<file path="src/rtl/sbd_pkg.sv">
// Shared types for the scanline burst DMA engine.
// Assumes: nothing beyond IEEE 1800-2017.
package sbd_pkg;

    // Width of the burst length code (bytes = code + 1).
    localparam int LEN_W = 2;

    // Burst sequencer states: one read cycle then one write cycle per byte.
    typedef enum logic [1:0] {
        SEQ_IDLE  = 2'd0,
        SEQ_READ  = 2'd1,
        SEQ_WRITE = 2'd2
    } seq_state_e;

endpackage

</file>
<file path="src/rtl/sbd_rise.sv">
// Rising-edge detector for a level input sampled on the block clock.
// Assumes: the input is already synchronous to clk.
module sbd_rise (
    input  logic clk,
    input  logic rst_n,
    input  logic level,
    output logic rise
);

    logic level_q;

    // Remember the level seen at the previous edge.
    always_ff @(posedge clk) begin
        if (!rst_n) begin
            level_q <= 1'b0;
        end else begin
            level_q <= level;
        end
    end

    // A rise is a high level that was low one edge earlier.
    always_comb begin
        rise = level & ~level_q;
    end

endmodule

</file>
<file path="src/rtl/sbd_src_ptr.sv">
// Memory-side pointer: loads a base on frame start, steps by one per byte.
// Assumes: reload and advance are single-cycle qualifiers; reload wins.
module sbd_src_ptr #(
    parameter int AW = 16
) (
    input  logic          clk,
    input  logic          rst_n,
    input  logic          reload,
    input  logic [AW-1:0] base,
    input  logic          advance,
    output logic [AW-1:0] ptr
);

    localparam logic [AW-1:0] STEP = AW'(1);

    // Hold, reload or step the pointer.
    always_ff @(posedge clk) begin
        if (!rst_n) begin
            ptr <= '0;
        end else if (reload) begin
            ptr <= base;
        end else if (advance) begin
            ptr <= ptr + STEP;
        end
    end

endmodule

</file>
<file path="src/rtl/sbd_sequencer.sv">
// Burst sequencer: starts a burst on a blanking rise, walks read/write
// cycle pairs, and abandons the burst when blanking ends or the enable drops.
// Assumes: hb_rise is the registered rising edge of hblank; config is
// captured at the start edge and ignored afterwards.
module sbd_sequencer
    import sbd_pkg::*;
#(
    parameter int RW = 8
) (
    input  logic             clk,
    input  logic             rst_n,
    input  logic             en,
    input  logic             hblank,
    input  logic             hb_rise,
    input  logic [LEN_W-1:0] cfg_len,
    input  logic             cfg_dir,
    input  logic [RW-1:0]    cfg_dst,
    output seq_state_e       state,
    output logic [LEN_W-1:0] byte_idx,
    output logic             dir_q,
    output logic [RW-1:0]    dst_q,
    output logic             byte_done,
    output logic             overrun
);

    localparam logic [LEN_W-1:0] IDX_STEP = LEN_W'(1);

    logic [LEN_W-1:0] len_q;
    logic             last_byte;

    // Current byte is the final one of the captured length.
    always_comb begin
        last_byte = (byte_idx == len_q);
        byte_done = (state == SEQ_WRITE);
    end

    // Burst state machine with abandon and sticky overrun.
    always_ff @(posedge clk) begin
        if (!rst_n) begin
            state    <= SEQ_IDLE;
            byte_idx <= '0;
            len_q    <= '0;
            dir_q    <= 1'b0;
            dst_q    <= '0;
            overrun  <= 1'b0;
        end else begin
            unique case (state)
                SEQ_IDLE: begin
                    if (en && hb_rise) begin
                        state    <= SEQ_READ;
                        byte_idx <= '0;
                        len_q    <= cfg_len;
                        dir_q    <= cfg_dir;
                        dst_q    <= cfg_dst;
                    end
                end
                SEQ_READ: begin
                    if (!en) begin
                        state <= SEQ_IDLE;
                    end else if (!hblank) begin
                        state   <= SEQ_IDLE;
                        overrun <= 1'b1;
                    end else begin
                        state <= SEQ_WRITE;
                    end
                end
                SEQ_WRITE: begin
                    if (last_byte || !en) begin
                        state <= SEQ_IDLE;
                    end else if (!hblank) begin
                        state   <= SEQ_IDLE;
                        overrun <= 1'b1;
                    end else begin
                        state    <= SEQ_READ;
                        byte_idx <= byte_idx + IDX_STEP;
                    end
                end
                default: begin
                    state <= SEQ_IDLE;
                end
            endcase
        end
    end

endmodule

</file>
<file path="src/rtl/sbd_bus_steer.sv">
// Bus steering: maps sequencer cycles onto the memory or register strobes
// according to direction, forms addresses, and holds the byte in flight.
// Assumes: read data is valid combinationally in the read cycle.
module sbd_bus_steer
    import sbd_pkg::*;
#(
    parameter int AW = 16,
    parameter int RW = 8,
    parameter int DW = 8
) (
    input  logic             clk,
    input  logic             rst_n,
    input  seq_state_e       state,
    input  logic             dir_q,
    input  logic [RW-1:0]    dst_q,
    input  logic [LEN_W-1:0] byte_idx,
    input  logic [AW-1:0]    ptr,
    input  logic [DW-1:0]    mem_rdata,
    input  logic [DW-1:0]    reg_rdata,
    output logic [AW-1:0]    mem_addr,
    output logic             mem_rd,
    output logic             mem_wr,
    output logic [DW-1:0]    mem_wdata,
    output logic [RW-1:0]    reg_addr,
    output logic             reg_rd,
    output logic             reg_wr,
    output logic [DW-1:0]    reg_wdata,
    output logic             hold
);

    logic          in_read;
    logic          in_write;
    logic [DW-1:0] data_q;

    // Decode the cycle type and steer strobes by direction.
    always_comb begin
        in_read   = (state == SEQ_READ);
        in_write  = (state == SEQ_WRITE);
        mem_rd    = in_read  & ~dir_q;
        reg_wr    = in_write & ~dir_q;
        reg_rd    = in_read  &  dir_q;
        mem_wr    = in_write &  dir_q;
        hold      = in_read | in_write;
        mem_addr  = ptr;
        reg_addr  = dst_q + RW'(byte_idx);
        mem_wdata = data_q;
        reg_wdata = data_q;
    end

    // Capture the byte fetched in a read cycle for the following write.
    always_ff @(posedge clk) begin
        if (!rst_n) begin
            data_q <= '0;
        end else if (in_read) begin
            data_q <= dir_q ? reg_rdata : mem_rdata;
        end
    end

endmodule

</file>
<file path="src/rtl/scanline_burst_dma.sv">
// Scanline burst DMA engine top: one 1..4 byte burst per horizontal blank,
// pre-empting a block DMA through hold, pointer reloaded per frame.
// Assumes: hblank and vblank are synchronous levels; the block DMA engine
// freezes whenever hold is high.
module scanline_burst_dma
    import sbd_pkg::*;
#(
    parameter int AW = 16,
    parameter int RW = 8,
    parameter int DW = 8
) (
    input  logic             clk,
    input  logic             rst_n,
    input  logic             en,
    input  logic             hblank,
    input  logic             vblank,
    input  logic [AW-1:0]    cfg_base,
    input  logic [RW-1:0]    cfg_dst,
    input  logic [LEN_W-1:0] cfg_len,
    input  logic             cfg_dir,
    output logic [AW-1:0]    mem_addr,
    output logic             mem_rd,
    output logic             mem_wr,
    output logic [DW-1:0]    mem_wdata,
    input  logic [DW-1:0]    mem_rdata,
    output logic [RW-1:0]    reg_addr,
    output logic             reg_rd,
    output logic             reg_wr,
    output logic [DW-1:0]    reg_wdata,
    input  logic [DW-1:0]    reg_rdata,
    output logic             hold,
    output logic             overrun
);

    logic             hb_rise;
    logic             vb_rise;
    seq_state_e       state;
    logic [LEN_W-1:0] byte_idx;
    logic             dir_q;
    logic [RW-1:0]    dst_q;
    logic             byte_done;
    logic [AW-1:0]    ptr;

    sbd_rise u_hb_rise (
        .clk   (clk),
        .rst_n (rst_n),
        .level (hblank),
        .rise  (hb_rise)
    );

    sbd_rise u_vb_rise (
        .clk   (clk),
        .rst_n (rst_n),
        .level (vblank),
        .rise  (vb_rise)
    );

    sbd_sequencer #(.RW(RW)) u_seq (
        .clk       (clk),
        .rst_n     (rst_n),
        .en        (en),
        .hblank    (hblank),
        .hb_rise   (hb_rise),
        .cfg_len   (cfg_len),
        .cfg_dir   (cfg_dir),
        .cfg_dst   (cfg_dst),
        .state     (state),
        .byte_idx  (byte_idx),
        .dir_q     (dir_q),
        .dst_q     (dst_q),
        .byte_done (byte_done),
        .overrun   (overrun)
    );

    sbd_src_ptr #(.AW(AW)) u_ptr (
        .clk     (clk),
        .rst_n   (rst_n),
        .reload  (vb_rise),
        .base    (cfg_base),
        .advance (byte_done),
        .ptr     (ptr)
    );

    sbd_bus_steer #(.AW(AW), .RW(RW), .DW(DW)) u_bus (
        .clk       (clk),
        .rst_n     (rst_n),
        .state     (state),
        .dir_q     (dir_q),
        .dst_q     (dst_q),
        .byte_idx  (byte_idx),
        .ptr       (ptr),
        .mem_rdata (mem_rdata),
        .reg_rdata (reg_rdata),
        .mem_addr  (mem_addr),
        .mem_rd    (mem_rd),
        .mem_wr    (mem_wr),
        .mem_wdata (mem_wdata),
        .reg_addr  (reg_addr),
        .reg_rd    (reg_rd),
        .reg_wr    (reg_wr),
        .reg_wdata (reg_wdata),
        .hold      (hold)
    );

endmodule

</file>
<file path="config.mk">
export PLATFORM = sky130hd
export DESIGN_NAME = scanline_burst_dma
export DESIGN_NICKNAME = d
export VERILOG_FILES = /design/src/rtl/sbd_pkg.sv /design/src/rtl/sbd_rise.sv /design/src/rtl/sbd_src_ptr.sv /design/src/rtl/sbd_sequencer.sv /design/src/rtl/sbd_bus_steer.sv /design/src/rtl/scanline_burst_dma.sv
export SDC_FILE = /design/constraint.sdc
export NUM_CORES = 1
export LEC_CHECK = 0
export BUFFER_PORTS_ARGS = -buffer_cell sky130_fd_sc_hd__buf_4
export CORE_MARGIN = 1.5
export CORE_UTILIZATION = 53
export CTS_BUF_LIST = sky130_fd_sc_hd__clkbuf_8
export CTS_CLUSTER_DIAMETER = 60
export DETAILED_ROUTE_END_ITERATION = 12
export GPL_ROUTABILITY_DRIVEN = 0
export GPL_TIMING_DRIVEN = 0
export HOLD_SLACK_MARGIN = 0.1
export PLACE_DENSITY = 0.91
export SLEW_MARGIN = 20
export SYNTH_ARGS = -nofsm -noshare
export SYNTH_HDL_FRONTEND = slang
export SYNTH_SLANG_ARGS = --single-unit
</file>
<file path="constraint.sdc">
create_clock -name clk -period 2.2 [get_ports clk]
set_input_delay 0.11 -clock clk [delete_from_list [all_inputs] [get_ports clk]]
set_output_delay 0.11 -clock clk [all_outputs]
set_load 0.05 [all_outputs]
</file>
==> results.md <==
- CORE AREA: 3970 µm²
- Number of global-route vias before repair: 2,319
- Maximum buffer depth of the clock tree: 2
- Number of max-slew violations in the final report: 0
- Met3 capacity usage during global routing: 6.67%
- CTS root buf: sky130_fd_sc_hd__clkbuf_8
- Master of the slowest instance on the critical path: sky130_fd_sc_hd__fa_1
- Io pins: 94
- Buffering stage count on the worst path with inverters included: 1
- HPWL reported at the end of detailed placement: 4270 µm
- Max-cap violation count: 0
- Number of design-rule violations left by the first detailed-router iteration: 191
- Met2 usage: 52.6%
- Number of design rule violations left after detail routing: 0
- Total stage count of the critical path: 6
- Part of the total power dissipated in sequential elements: 44.2%
- Worst path required time: 2.09 ns
- Fraction of layout cells with a size suffix above 1: 30.4%
- Maximum operating frequency: 490 MHz
- Number of vias in the routed layout: 2,371
- Final non-filler cell area: 3170 µm²
- Number of instances in the synthesized netlist: 260
- Path type of the worst setup path: reg -> out
- Combinational share of power: 28.7%
- Fraction of the cycle the final worst path needs: 92.8%
- Number of placed cells counting well taps: 403
- Clock buffer count from CTS: 5
- Clock Sink Count: 42
- Internal power of the cells: 1.28 mW
- Layout fillers: 260
- Synthesized Nets: 316
- Height of the die: 67.1 µm
- Critical Path AT: 1.93 ns
- Global Route met1 Usage: 36.4%
- Headroom to the max-slew limit: 63.0%
- Total die area: 4510 µm²
- Nets@finish: 430
- Final global-route overflow total: 0
- Post-synthesis cell area: 2180 µm²
- Detailed-router iteration count before antenna repair: 4
- Final hold vios: 0
- Clock tree from TritonCTS: done
- CTS H-tree depth: 2
- Count of synthesis-stage warnings from yosys: 0
- Worst setup skew after layout: 0.0106 ns
- Clock share of power: 27.1%
- Post-synth top area share: 38.6%
- Count of non-filler cells in the finished layout: 425
- Antenna violations before repair: 0
- Delay contributed by the slowest stage of the critical path: 0.41 ns
- Final Setup Violations: 0
- Busiest layer in global routing: met2
- Type of the most critical hold path: in -> reg
- Cells on worst reg2reg path: 7
- IO Port Bufs: 93
- Switching fraction of total power: 34.9%
- Wire length after detailed routing: 6470 µm
- Slew at the pin closest to its max-slew limit: 0.554 ns
- Cell type contributing the most total cell area after synthesis: sky130_fd_sc_hd__dfxtp_1
- Proportion of synthesized chip area in sequential cells: 38.6%
- Worst hold margin: 0.0945 ns
- Post-route setup TNS: 0 ns
- Area growth from synthesis to final layout: 45.6%
- Worst Setup Start Kind: register
- Total power consumption of the routed design: 1.96 mW
- Number of enable-type register cells in the synthesized netlist: 0
- Mean cell area of the mapped netlist: 8.38 µm²
- Clock latency of the later-clocked register in the worst-skew pair: 0.31 ns
- Vias per std cell: 5.58
- CTS clock-pin slew for the worst setup and hold paths: 0.09 ns
- Count of cell types in the netlist: 35
- Cells along the critical path: ha_1 -> fa_1 -> nand3_1 -> nor2_1 -> xor2_1 -> buf_4
- DR WL/cell: 15.2 µm
- Status: finished, final reports clean
- Standby leakage power: 1.36 nW
- Cell Pwr Density: 617 nW/µm²
- CP top delay family: adder cells
- Initial cell density of the core: 54.9%
- All-Layer GR Usage: 30.6%
- Pin count of the biggest net entering global routing: 13
- Total net switching power: 682 µW
- Global-route wire length before repair: 10,500 µm
- Type of element capturing the critical path: primary output
- Cell count of the worst hold path: 3
- Worst-case vdd ir drop: 0.000620 V
- Largest cells by area after synthesis: sky130_fd_sc_hd__dfxtp_1, sky130_fd_sc_hd__a21oi_1, sky130_fd_sc_hd__xnor2_1
- Synthesis-stage register bit count: 42
- Die extent in x: 67.1 µm
- Cell Rows: 23
- Antenna-violating nets left: 0
- Placed inst area: 2940 µm²
- # diodes: 0
- Fraction of synthesis flops using an asynchronous set or reset pin: 0%
- RSZ-0062 raised after global routing: false
- Tmin final: 2.04 ns
- Crit path max fanout: 8
- Most used flip-flop cell after synthesis: sky130_fd_sc_hd__dfxtp_1
-- per-layer routing --
metal  share of wire [%]  vias up
met5                   0        -
met1                  38     1109
met3                 6.8       21
li1                    -     1131
met4                 3.5        0
met2                  51      110
-- cells in the mapped netlist, types with 2 or more instances --
cell type and instances:
sky130_fd_sc_hd__nor2_1 23, sky130_fd_sc_hd__clkbuf_1 11, sky130_fd_sc_hd__inv_1 7, sky130_fd_sc_hd__xnor2_1 14, sky130_fd_sc_hd__buf_4 8, sky130_fd_sc_hd__o21ai_0 11, sky130_fd_sc_hd__mux2i_1 9, sky130_fd_sc_hd__and2_1 3
sky130_fd_sc_hd__nand4_1 8, sky130_fd_sc_hd__nor3b_1 3, sky130_fd_sc_hd__dfxtp_1 42, sky130_fd_sc_hd__a211oi_1 13, sky130_fd_sc_hd__a32oi_1 2, sky130_fd_sc_hd__nor3_1 4, sky130_fd_sc_hd__nand2_1 29, sky130_fd_sc_hd__xor2_1 8
sky130_fd_sc_hd__a21oi_1 27, sky130_fd_sc_hd__nand3_1 6, sky130_fd_sc_hd__ha_1 7, sky130_fd_sc_hd__nor2b_1 5, sky130_fd_sc_hd__nor4_1 3, sky130_fd_sc_hd__buf_2 3, sky130_fd_sc_hd__a31oi_1 2
-- power by group through the flow --
stage                     registers [mW]  logic (mW)  clock network, mW
final                              0.865       0.561              0.531
after global routing               0.873       0.594              0.559
after CTS                          0.863       0.556              0.517
after detailed placement           0.880       0.533                  0
after global placement             0.877       0.523                  0
after floorplan                    0.993       0.226                  0
-- placed cells by master, fill, tap and decap left out, drive strengths merged, types with 4 or more instances in the layout --
cell type    instances
buf                104
dfxtp               42
nand2               29
a21oi               27
nor2                23
clkbuf              17
xnor2               14
dlygate4sd3         14
a211oi              13
o21ai               11
mux2i                9
nand4                9
xor2                 8
inv                  8
ha                   7
nand3                6
nor2b                5
nor3                 4
-- worst min-delay path: cells and delay by family --
kind	cells	cell delay (ns)
buffers and inverters	1	0.11
AND/OR/NAND/NOR	1	0.07
AO/OA/AOI/OAI	1	0.07
-- stage by stage --
stage               setup WS, ns  util (%)
finish                     0.158      79.9
global route              0.0465      79.9
CTS                        0.134      79.9
detailed placement         0.427      74.0
global placement           0.463      74.0
floorplan                  0.181         -
-- worst paths after layout --
check	from	to	slack, ns
worst min-delay path	cfg_dst[2]	u_seq.dst_q[2]$_SDFFE_PN0P_	0.09
worst min register to register	u_seq.dst_q[0]$_SDFFE_PN0P_	u_seq.dst_q[0]$_SDFFE_PN0P_	0.47
worst max register to register	u_seq.state[0]$_SDFFE_PN0P_	u_seq.dst_q[6]$_SDFFE_PN0P_	0.19
worst max-delay path	u_seq.byte_idx[0]$_SDFFE_PN0P_	reg_addr[6]	0.16
-- sequential cells by signal, indices dropped and copies added (netlist names) --
register and count:
u_seq.state 2, u_seq.dir_q 1, u_vb_rise.level_q 1, u_seq.len_q 2, u_ptr.ptr 16, u_hb_rise.level_q 1, u_bus.mem_wdata 8, u_seq.dst_q 8
u_seq.byte_idx 2, u_seq.overrun 1
-- kinds of logic (layout without fill, tap and decap cells) --
family / Yosys count / after routing / share of synthesized area [%]
AOI/OAI and AO/OA: 61 / 61 / 16.9
muxes: 9 / 9 / 4.13
adders and majority gates: 8 / 8 / 4.94
xor gates and xnor gates: 22 / 22 / 8.84
buffers and inverters: 29 / 144 / 6.54
and+or+nand+nor: 89 / 89 / 20.0
DFF: 42 / 42 / 38.6
-- area by class of cell --
type / count / area, µm² / share of cell area [%]
sequential: 42 / 842 / 26.5
tap: 50 / 62.6 / 1.97
timing repair buffer: 107 / 838 / 26.4
clock buffer: 6 / 82.6 / 2.60
multi-input combinational: 189 / 1200 / 37.7
buffer: 22 / 116 / 3.67
clock inverter: 2 / 8.76 / 0.276
inverter: 7 / 26.3 / 0.828
-- timing repair --
item,in CTS,in global routing
hold endpoints to repair,14,0
hold buffers,14,0
endpoints found under the setup margin,0,1
setup buffers,0,0
resized for setup,0,1
No activity file was read; power rests on OpenSTA's default activity.
